$ cat config.mk
export PLATFORM = sky130hd
export DESIGN_NAME = hsk_ctrl_lines
export DESIGN_NICKNAME = d
export VERILOG_FILES = /design/src/rtl/hsk_pkg.sv /design/src/rtl/hsk_line_sync.sv /design/src/rtl/hsk_event_flag.sv /design/src/rtl/hsk_line_drive.sv /design/src/rtl/hsk_ctrl_lines.sv
export SDC_FILE = /design/constraint.sdc
export NUM_CORES = 1
export LEC_CHECK = 0
export BUFFER_PORTS_ARGS = -buffer_cell sky130_fd_sc_hd__clkbuf_2
export CAP_MARGIN = 20
export CORE_AREA = 2 2 39 41
export DETAILED_ROUTE_END_ITERATION = 8
export DIE_AREA = 0 0 41 43
export HOLD_SLACK_MARGIN = 0.15
export REMOVE_ABC_BUFFERS = 1
export SLEW_MARGIN = 20
export SYNTH_ARGS = -nofsm -noshare
export SYNTH_HDL_FRONTEND = slang
export SYNTH_SLANG_ARGS = --single-unit
export TNS_END_PERCENT = 5
$ cat constraint.sdc
create_clock -name clk -period 1.07 [get_ports clk]
set_input_delay 0.214 -clock clk [delete_from_list [all_inputs] [get_ports clk]]
set_output_delay 0.214 -clock clk [all_outputs]
set_load 0.02 [all_outputs]
$ cat src/rtl/hsk_pkg.sv
package hsk_pkg;
   localparam int CFG_W  = 4;
   localparam int MODE_W = 3;

   typedef enum logic [MODE_W-1:0] {
      L2_IN_FALL      = 3'b000,
      L2_IN_FALL_IND  = 3'b001,
      L2_IN_RISE      = 3'b010,
      L2_IN_RISE_IND  = 3'b011,
      L2_OUT_HSHAKE   = 3'b100,
      L2_OUT_PULSE    = 3'b101,
      L2_OUT_LOW      = 3'b110,
      L2_OUT_HIGH     = 3'b111
   } l2_mode_e;
endpackage

$ cat src/rtl/hsk_line_sync.sv
module hsk_line_sync #(
   parameter int   STAGES  = 2,
   parameter logic RST_LVL = 1'b1
) (
   input  logic clk,
   input  logic rst_n,
   input  logic raw_i,
   output logic rise_o,
   output logic fall_o
);
   localparam int LAST = STAGES - 1;

   if (STAGES < 2) begin : g_bad_stages
      $error("hsk_line_sync: STAGES must be at least 2");
   end

   logic [LAST:0] chain_q;
   logic          prev_q;

   for (genvar i = 0; i <= LAST; i++) begin : g_stage
      if (i == 0) begin : g_first
         always_ff @(posedge clk or negedge rst_n) begin
            if (!rst_n) chain_q[0] <= RST_LVL;
            else        chain_q[0] <= raw_i;
         end
      end else begin : g_next
         always_ff @(posedge clk or negedge rst_n) begin
            if (!rst_n) chain_q[i] <= RST_LVL;
            else        chain_q[i] <= chain_q[i-1];
         end
      end
   end

   always_ff @(posedge clk or negedge rst_n) begin
      if (!rst_n) prev_q <= RST_LVL;
      else        prev_q <= chain_q[LAST];
   end

   assign rise_o =  chain_q[LAST] & ~prev_q;
   assign fall_o = ~chain_q[LAST] &  prev_q;
endmodule

$ cat src/rtl/hsk_event_flag.sv
module hsk_event_flag (
   input  logic clk,
   input  logic rst_n,
   input  logic set_i,
   input  logic clr_i,
   output logic flag_o
);
   always_ff @(posedge clk or negedge rst_n) begin
      if (!rst_n)     flag_o <= 1'b0;
      else if (set_i) flag_o <= 1'b1;
      else if (clr_i) flag_o <= 1'b0;
   end

   // a detected edge wins over any clear in the same cycle
   assert_set_wins_R10: assert property (@(posedge clk) disable iff (!rst_n)
      set_i |=> flag_o);
endmodule

$ cat src/rtl/hsk_line_drive.sv
module hsk_line_drive
   import hsk_pkg::*;
(
   input  logic     clk,
   input  logic     rst_n,
   input  l2_mode_e mode_i,
   input  logic     acc_i,
   input  logic     release_i,
   output logic     out_o,
   output logic     oe_o
);
   logic hs_q;
   logic pulse_q;

   always_ff @(posedge clk or negedge rst_n) begin
      if (!rst_n)                      hs_q <= 1'b1;
      else if (mode_i != L2_OUT_HSHAKE) hs_q <= 1'b1;
      else if (acc_i)                  hs_q <= 1'b0;
      else if (release_i)              hs_q <= 1'b1;
   end

   always_ff @(posedge clk or negedge rst_n) begin
      if (!rst_n) pulse_q <= 1'b0;
      else        pulse_q <= acc_i && (mode_i == L2_OUT_PULSE);
   end

   always_comb begin
      case (mode_i)
         L2_OUT_HSHAKE: out_o = hs_q;
         L2_OUT_PULSE:  out_o = ~pulse_q;
         L2_OUT_LOW:    out_o = 1'b0;
         default:       out_o = 1'b1;
      endcase
   end

   assign oe_o = mode_i[MODE_W-1];

   // handshake access pulls the line low on the following cycle
   assert_hs_low_R5: assert property (@(posedge clk) disable iff (!rst_n)
      (mode_i == L2_OUT_HSHAKE && acc_i) |=> (mode_i != L2_OUT_HSHAKE || !out_o));

   // a pulse low never lasts longer than one cycle without a new access
   assert_pulse_one_R6: assert property (@(posedge clk) disable iff (!rst_n)
      (mode_i == L2_OUT_PULSE && !out_o && !acc_i) |=> (mode_i != L2_OUT_PULSE || out_o));
endmodule

$ cat src/rtl/hsk_ctrl_lines.sv
module hsk_ctrl_lines
   import hsk_pkg::*;
#(
   parameter int SYNC_STAGES = 2
) (
   input  logic             clk,
   input  logic             rst_n,
   input  logic [CFG_W-1:0] cfg_i,
   input  logic             acc_rd_i,
   input  logic             acc_wr_i,
   input  logic             acc_alias_i,
   input  logic             flag_wr_i,
   input  logic [1:0]       flag_wdata_i,
   input  logic             line1_i,
   input  logic             line2_i,
   output logic             flag1_o,
   output logic             flag2_o,
   output logic             line2_o,
   output logic             line2_oe_o
);
   localparam int NLINES = 2;

   if (CFG_W != MODE_W + 1) begin : g_bad_cfg
      $error("hsk_ctrl_lines: configuration width mismatch");
   end

   logic [NLINES-1:0] raw, rise, fall;
   assign raw = {line2_i, line1_i};

   for (genvar g = 0; g < NLINES; g++) begin : g_sync
      hsk_line_sync #(.STAGES(SYNC_STAGES), .RST_LVL(1'b1)) u_sync (
         .clk    (clk),
         .rst_n  (rst_n),
         .raw_i  (raw[g]),
         .rise_o (rise[g]),
         .fall_o (fall[g])
      );
   end

   l2_mode_e mode;
   logic     norm_acc;
   logic     edge1, edge2;
   logic     l2_input, l2_indep;
   logic     set1, clr1, set2, clr2;

   assign mode     = l2_mode_e'(cfg_i[CFG_W-1:1]);
   assign norm_acc = (acc_rd_i | acc_wr_i) & ~acc_alias_i;
   assign l2_input = ~cfg_i[CFG_W-1];
   assign l2_indep = cfg_i[1];
   assign edge1    = cfg_i[0] ? rise[0] : fall[0];
   assign edge2    = l2_input & (cfg_i[2] ? rise[1] : fall[1]);

   assign set1 = edge1;
   assign clr1 = norm_acc | (flag_wr_i & flag_wdata_i[0]);
   assign set2 = edge2;
   assign clr2 = (norm_acc & l2_input & ~l2_indep) | (flag_wr_i & flag_wdata_i[1]);

   hsk_event_flag u_flag1 (
      .clk(clk), .rst_n(rst_n), .set_i(set1), .clr_i(clr1), .flag_o(flag1_o));

   hsk_event_flag u_flag2 (
      .clk(clk), .rst_n(rst_n), .set_i(set2), .clr_i(clr2), .flag_o(flag2_o));

   hsk_line_drive u_drive (
      .clk       (clk),
      .rst_n     (rst_n),
      .mode_i    (mode),
      .acc_i     (norm_acc),
      .release_i (edge1),
      .out_o     (line2_o),
      .oe_o      (line2_oe_o)
   );

   // alias accesses never clear a flag
   assert_alias_quiet_R8: assert property (@(posedge clk) disable iff (!rst_n)
      ((acc_rd_i | acc_wr_i) && acc_alias_i && !flag_wr_i) |=> (!$fell(flag1_o) && !$fell(flag2_o)));

   // independent input modes keep flag 2 through normal accesses
   assert_indep_hold_R3: assert property (@(posedge clk) disable iff (!rst_n)
      (flag2_o && !cfg_i[3] && cfg_i[1] && !(flag_wr_i && flag_wdata_i[1])) |=> flag2_o);
endmodule

==> flow_summary.toml, run 1 <==
[layout]
layout_common_cells = "16 x clkbuf_2, 7 x dfstp_2, 7 x buf_4"
antenna_cells = 0
nets = 76
post-route-util = 0.4665
final_common_cell = "clkbuf_2"
drive_gt1_frac = 0.6721
stdcell_count = 77
area_growth_pct = 60.75
design_area_um2 = 645.6

[drt]
drt_iter0_markers = 6
final_antenna_net_count = 0
detail_route.wl_per_cell_um = 9.481
vias = 344
firstDrtPassIters = 2
routed_via_density = 4.468
remaining_drc_errors = 0
wl_um = 730

[setup_path]
max_stage_delay_ns = 0.52
r2r_end = "u_flag1.flag_o$_DFFE_PN0P_"
critPathCaptureType = "primary output"
path_buf_inv = 2
crit_family = "flip-flops"
critPathKind = "reg2out"
arrival_ns = 1.19
crit_chain = "inv_2 > o311ai_2 > buf_4"
worstSetupStartpoint = "u_drive.hs_q$_DFFE_PN1P_"
reg2reg_from = "g_sync[0].u_sync.chain_q[1]$_DFF_PN1_"
critPathRequiredTime_ns = 0.86
slowest_stage = "dfstp_2"
start_kind = "flip-flop"
worstRegToRegCells = 3
reg2reg_slack_ns = 0.03
crit_fanout = 2

[floorplanning]
initial_core_util = 0.2902
ios = 18
die_w_um = 41
dieHeight_um = 43
rows = 14
design.die.area_um2 = 1763
core_area_um2 = 1384

[outcome]
violations = "negative setup slack"
outcome = "complete, but fails checks"

[timing]
hold_violations = 0
clock_skew_ns = 0.001254
tightest_slew_ns = 0.3311
drv_slew = 0
post-route-period-util = 1.311
finalCriticalPeriod_ns = 1.402
fmax_mhz = 713.1
rsz0062_at_grt = "true"
setup_viol = 1
relSlewSlack = 0.7765
finalSetupTns_ns = -0.3323
fin_ws_ns = -0.3323

[place]
place_area_um2 = 544.3
dp_hpwl_um = 550.5
gp_congestion = 0.6190
dp_cells = 70
io_buffers = 17

[worst_hold_path]
hp-class = "in2reg"
hold_path_depth = 3
hold_path_end = "u_flag1.flag_o$_DFFE_PN0P_"
min_from = "flag_wdata_i[0]"

[cts]
cts_buffers = 3
root_buffer = "clkbuf_4"
htree_num_levels = 1
clk-insertion-delay-late_ns = 0.26
cts.sinks = 10
cts_tree = "yes"
clk_pin_slew_ns = 0.06
cts.path.max_buffers = 2
post_cts_buffers = 0

[synthesis]
synth_seq_cells = 10
netlist_area_um2 = 401.6
ys_seq_area_frac = 0.6449
syn_inst = 32
synth_cell_types = 18
yosys_warnings = 0
syn_area_per_cell_um2 = 12.55

[global_routing]
grt_max_degree = 11
grtUsageTotal = 0.1040
grt_pass1_wl_um = 1159
overflow = 0
antenna_found_initial = 0
grt_pass1_vias = 293

[run]
drv_cap = 0

[power]
p_leak_uw = 0.0003103
power_density_nw_per_um2 = 1378
peakVddDrop_mv = 0.8911
## sequential cells by signal (all words and copies together) (netlist names)
name,count
u_drive.pulse_q,1
u_flag2.flag_o,1
u_flag1.flag_o,1
g_sync.u_sync.prev_q,2
g_sync.u_sync.chain_q,4
u_drive.hs_q,1
## kinds of logic (layout without fill, tap and decap cells)
kind of cell | after synthesis | after routing | share of synthesized area
buffers and inverters | 3 | 32 | 0.03740
DFF | 10 | 10 | 0.6449
AOI/OAI and AO/OA | 9 | 9 | 0.1589
and+or+nand+nor | 10 | 10 | 0.1589
## power by group
group	leakage (µW)	total, µW	internal [µW]	switching, µW
registers	0.000112	425	412	13.3
clock network	0.0000210	326	206	119
logic	0.000177	139	73.7	65.4
## layout make-up
type | instances | area, µm²
fillers | 134 | 738.2
clock buffers | 4 | 36.28
well taps | 16 | 20.02
repair buffers | 26 | 162.7
multi-input cells | 19 | 160.2
inverters | 2 | 7.507
flip-flops and latches | 10 | 259.0
## what timing repair did
| item | 4_1_cts | 5_1_grt |
|---|---|---|
| pin swaps | 1 | 0 |
| setup endpoints to repair | 1 | 3 |
| gates resized for setup | 4 | 6 |
| endpoints found under the hold margin | 12 | 0 |
| hold buffers | 3 | 0 |
## how the worst max path moves through the flow
stage | end | slack, ns | depth (start not counted)
after detailed placement | line2_o | -0.23 | 3
after global placement | line2_o | -0.20 | 3
after global routing | line2_o | -0.41 | 3
after CTS | line2_o | -0.38 | 3
after floorplan | line2_o | -0.58 | 2
final | line2_o | -0.33 | 3
## Yosys cell counts
cell      n  area share
nand2_1   3       0.028
o22ai_1   1       0.016
nand2b_1  1       0.016
o21ai_0   2       0.025
buf_4     1       0.019
a21oi_1   1       0.012
dfrtp_1   3        0.19
inv_1     2       0.019
o22a_1    1       0.022
nand3b_1  1       0.019
and3b_1   1       0.022
o21bai_1  1       0.019
dfstp_2   7        0.46
nand2b_4  1       0.034
a31o_2    1       0.022
or3b_1    1       0.022
nor2_1    2       0.019
o311ai_0  2       0.044
## routing by layer
metal | track usage | share of wire | up-vias
met5 | 0 | 0 | -
met4 | 0.06000 | 0.011 | 0
met3 | 0.06283 | 0.081 | 2
li1 | - | - | 172
met1 | 0.1250 | 0.45 | 156
met2 | 0.1375 | 0.45 | 14
## per-stage QoR
step | worst slack [ns] | hold WS, ns | power (µW)
floorplan | -0.5781 | -0.08159 | 470.6
global placement | -0.2023 | 0.08407 | 543.7
detailed placement | -0.2336 | 0.08882 | 545.6
CTS | -0.3825 | 0.2505 | 895.4
global route | -0.4117 | 0.2520 | 947.9
finish | -0.3323 | 0.2584 | 889.6
## worst min-delay path: cells and delay by family
| family | cells | cell delay, ns |
|---|---|---|
| AND/OR/NAND/NOR | 1 | 0.05 |
| buffers and inverters | 1 | 0.08 |
| AO/OA/AOI/OAI | 1 | 0.14 |
No activity file was read; power rests on OpenSTA's default activity.
==> inputs of run 2 (changes only) <==
==> constraint.sdc (replaced) <==
create_clock -name clk -period 1.2 [get_ports clk]
set_input_delay 0.24 -clock clk [delete_from_list [all_inputs] [get_ports clk]]
set_output_delay 0.24 -clock clk [all_outputs]
set_load 0.02 [all_outputs]
==> flow_summary.toml, run 2 (same netlist as run 1, synthesis figures left out) <==
[outcome]
outcome = "complete, but fails checks"
violations = "negative setup slack"

[layout]
regMostFlops = "g_sync.u_sync.chain_q"
nets = 74
antenna_cells = 0
post-route-util = 0.4376
fillerInstances = 134
reg_top3 = "g_sync.u_sync.chain_q x4, g_sync.u_sync.prev_q x2"
layout_common_cells = "16 x clkbuf_2, 7 x dfstp_2, 5 x buf_4"
drive_gt1_frac = 0.6102
area_growth_pct = 50.78
largest_register_ffs = 4
final_common_cell = "clkbuf_2"
stdcell_count = 75

[global_routing]
grt_pass1_vias = 275
grtUsageTotal = 0.09888
grt_max_degree = 11
grt_pass1_wl_um = 1069
antenna_found_initial = 0
overflow = 0

[cts]
cts_buffers = 3
cts.sinks = 10
cts.path.max_buffers = 2
clk_pin_slew_ns = 0.06
clk-insertion-delay-late_ns = 0.26
cts_tree = "yes"
root_buffer = "clkbuf_4"
htree_num_levels = 1

[setup_path]
reg2reg_slack_ns = 0.15
endpoint = "line2_o"
crit_fanout = 2
path_buf_inv = 2
critPathRequiredTime_ns = 0.96
critPathKind = "reg2out"
arrival_ns = 1.19
max_stage_delay_ns = 0.52
slowest_stage = "dfstp_2"
crit_family = "flip-flops"
cp.depth = 3
start_kind = "flip-flop"
critPathCaptureType = "primary output"
worstSetupStartpoint = "u_drive.hs_q$_DFFE_PN1P_"
worstRegToRegCells = 3
reg2reg_from = "g_sync[0].u_sync.chain_q[1]$_DFF_PN1_"
r2r_end = "u_flag1.flag_o$_DFFE_PN0P_"
crit_chain = "inv_2 > o311ai_2 > buf_4"

[timing]
tightest_slew_ns = 0.3060
finalCriticalPeriod_ns = 1.432
clock_skew_ns = 0.002641
relSlewSlack = 0.7934
drv_slew = 0
rsz0062_at_grt = "true"
fmax_mhz = 698.5
hold_ws_ns = 0.2582
post-route-period-util = 1.193
setup_viol = 1
fin_ws_ns = -0.2316
hold_violations = 0

[floorplanning]
core_area_um2 = 1384
dieHeight_um = 43
die_w_um = 41
initial_core_util = 0.2902
design.die.area_um2 = 1763
rows = 14
ios = 18

[run]
drv_cap = 0

[drt]
final_antenna_net_count = 0
vias = 335
detail_route.wl_per_cell_um = 9.653
drt_iter0_markers = 1
routed_via_density = 4.467
remaining_drc_errors = 0
wl_um = 724
firstDrtPassIters = 5

[power]
power_density_nw_per_um2 = 1281
peakVddDrop_mv = 0.7109
p_leak_uw = 0.0002933

[place]
dp_hpwl_um = 564.3
dp_cells = 67
gp_congestion = 0.5582
io_buffers = 17

[worst_hold_path]
min_from = "cfg_i[1]"
hp-class = "in2reg"
hold_path_depth = 3
## run 2: per-stage QoR
stage	TNS, ns	setup slack [ns]	power (µW)	cell area (µm²)
4_1_cts	-0.3064	-0.3064	797.7	598.1
3_3_place_gp	-0.09314	-0.09314	477.9	521.8
3_5_place_dp	-0.1183	-0.1183	479.9	521.8
6_report	-0.2316	-0.2316	775.7	605.6
5_1_grt	-0.3198	-0.3198	832.7	605.6
2_1_floorplan	-0.4741	-0.4741	419.7	394.1
## run 2: routing by layer
metal,GRT usage,part of all wire,up-vias
met4,0.08000,0.0097,0
met5,0,0,-
met1,0.1047,0.43,150
met2,0.1406,0.47,14
li1,-,-,169
met3,0.04712,0.094,2
## run 2: worst min-delay path: stages
cell and delay (ns):
clkbuf_2 0.12, nand3b_1 0.09, nor2_1 0.04
## run 2: worst min-delay path by stage
stage	end	slack (ns)
2_1_floorplan	u_drive.pulse_q$_DFF_PN0_	-0.06
3_3_place_gp	u_flag2.flag_o$_DFFE_PN0P_	0.11
3_5_place_dp	u_drive.pulse_q$_DFF_PN0_	0.12
4_1_cts	u_drive.pulse_q$_DFF_PN0_	0.24
5_1_grt	u_drive.pulse_q$_DFF_PN0_	0.25
6_report	u_drive.pulse_q$_DFF_PN0_	0.26
## run 2: power by group
part | leakage [µW] | total, µW | internal (µW) | switching [µW]
clock | 0.0000210 | 291 | 184 | 107
combinational | 0.000160 | 109 | 55.1 | 53.5
sequential | 0.000112 | 376 | 367 | 9.51
total | 0.000293 | 776 | 606 | 170
## run 2: final cells by class
cell class / count / area [µm²] / share of cell area
Multi-Input combinational cell: 19 / 135.1 / 0.2231
Tap cell: 16 / 20.02 / 0.03306
Inverter: 2 / 7.507 / 0.01240
Sequential cell: 10 / 259.0 / 0.4277
Timing Repair Buffer: 24 / 147.6 / 0.2438
Clock buffer: 4 / 36.28 / 0.05992
## run 2: timing repair
item / CTS / global route
setup buffers: 1 / 0
pin swaps: 1 / 0
hold endpoints to repair: 12 / 0
hold buffers: 3 / 0
gates resized for setup: 3 / 2
setup endpoints to repair: 1 / 1
==> inputs of run 3 (changes only) <==
==> constraint.sdc (replaced) <==
create_clock -name clk -period 1.3 [get_ports clk]
set_input_delay 0.26 -clock clk [delete_from_list [all_inputs] [get_ports clk]]
set_output_delay 0.26 -clock clk [all_outputs]
set_load 0.02 [all_outputs]
==> flow_summary.toml, run 3 (same netlist as run 1, synthesis figures left out) <==
[setup_path]
crit_fanout = 2
worstRegToRegCells = 3
reg2reg_from = "g_sync[0].u_sync.chain_q[1]$_DFF_PN1_"
reg2reg_slack_ns = 0.26
worstSetupStartpoint = "u_drive.hs_q$_DFFE_PN1P_"
r2r_end = "u_flag1.flag_o$_DFFE_PN0P_"
critPathKind = "reg2out"
critPathCaptureType = "primary output"
arrival_ns = 1.20
critPathRequiredTime_ns = 1.04
start_kind = "flip-flop"

[timing]
relSlewSlack = 0.7662
setup_viol = 1
tightest_slew_ns = 0.3463
hold_violations = 0
finalCriticalPeriod_ns = 1.460
fin_ws_ns = -0.1597
post-route-period-util = 1.123
fmax_mhz = 685.1
drv_slew = 0
rsz0062_at_grt = "true"
clock_skew_ns = 0.0007746

[drt]
final_antenna_net_count = 0
drt_iter0_markers = 1
wl_um = 742
remaining_drc_errors = 0
vias = 324
detail_route.wl_per_cell_um = 10.03
routed_via_density = 4.378
firstDrtPassIters = 4

[worst_hold_path]
hp-class = "in2reg"
hold_path_end = "u_drive.pulse_q$_DFF_PN0_"
min_from = "cfg_i[1]"
hold_path_depth = 3

[run]
drv_cap = 0

[cts]
htree_num_levels = 1
clk-insertion-delay-late_ns = 0.26
cts_buffers = 3
cts_tree = "yes"
clk_pin_slew_ns = 0.07
cts.path.max_buffers = 2
cts.sinks = 10
root_buffer = "clkbuf_4"

[layout]
design_area_um2 = 598.1
post-route-util = 0.4322
antenna_cells = 0
drive_gt1_frac = 0.6034
layout_common_cells = "16 x clkbuf_2, 7 x dfstp_2, 4 x buf_4"
regMostFlops = "g_sync.u_sync.chain_q"
largest_register_ffs = 4
stdcell_count = 74
nets = 73
final_common_cell = "clkbuf_2"
area_growth_pct = 48.91
reg_top3 = "g_sync.u_sync.chain_q x4, g_sync.u_sync.prev_q x2"

[place]
gp_congestion = 0.5599
dp_slack_ns = -0.02439
io_buffers = 17
dp_cells = 66
place_area_um2 = 514.2

[floorplanning]
die_w_um = 41
core_area_um2 = 1384
design.die.area_um2 = 1763
rows = 14
ios = 18
initial_core_util = 0.2902
dieHeight_um = 43

[global_routing]
grt_max_degree = 11
overflow = 0
antenna_found_initial = 0
grtUsageTotal = 0.09969
grt_pass1_wl_um = 1166
grt_pass1_vias = 311

[outcome]
violations = "negative setup slack"
outcome = "complete, but fails checks"

[power]
p_leak_uw = 0.0002885
power_density_nw_per_um2 = 1201
peakVddDrop_mv = 0.5688
==> run 3: cell types whose count changed in the layout (fill, tap and decap cells not counted) <==
cell,previous run,this run
buf_4,5,4
==> run 3: how the worst max path moves through the flow <==
stage	end	slack, ns
finish	line2_o	-0.16
global route	line2_o	-0.22
CTS	line2_o	-0.21
detailed placement	line2_o	-0.02
global placement	line2_o	-0.02
floorplan	line2_o	-0.39
==> run 3: final cells by class <==
cell class / instances / area [µm²]
well taps: 16 / 20.02
multi-input cells: 19 / 135.1
repair buffers: 23 / 140.1
flip-flops and latches: 10 / 259.0
clock buffers: 4 / 36.28
fillers: 132 / 785.8
inverters: 2 / 7.507
==> run 3: through the flow <==
step	TNS (ns)	hold slack, ns	power [µW]
4_1_cts	-0.2118	0.2632	728.2
5_1_grt	-0.2160	0.3004	767.6
2_1_floorplan	-0.3941	-0.03559	387.4
3_3_place_gp	-0.01545	0.1325	438.4
3_5_place_dp	-0.02439	0.1356	440.1
6_report	-0.1597	0.2756	718.4
==> run 3: where the power goes <==
part           total (µW)  switching [µW]  internal (µW)
combinational        98.8            50.0           48.9
clock                 273             103            170
sequential            347            8.47            338
total                 718             161            557
==> run 3: per-layer routing <==
metal,GRT usage,up-vias,share of wire,wire length (µm)
met5,0,-,0,0
met2,0.1656,12,0.49,362
met3,0.04712,0,0.081,60
met1,0.1107,146,0.43,319
met4,0.02000,0,0,0
li1,-,166,-,-
==> run 3: timing repair <==
item                                   4_1_cts  5_1_grt
resized for setup                            3        2
hold buffers                                 3        0
gates cloned                                 0        0
setup endpoints to repair                    1        1
pin swaps                                    1        0
setup buffers                                1        0
endpoints found under the hold margin       12        0
==> run 3: critical path, stage by stage (launching register included) <==
cell and delay (ns):
dfstp_2 0.53, inv_2 0.04, o311ai_2 0.20, buf_4 0.18
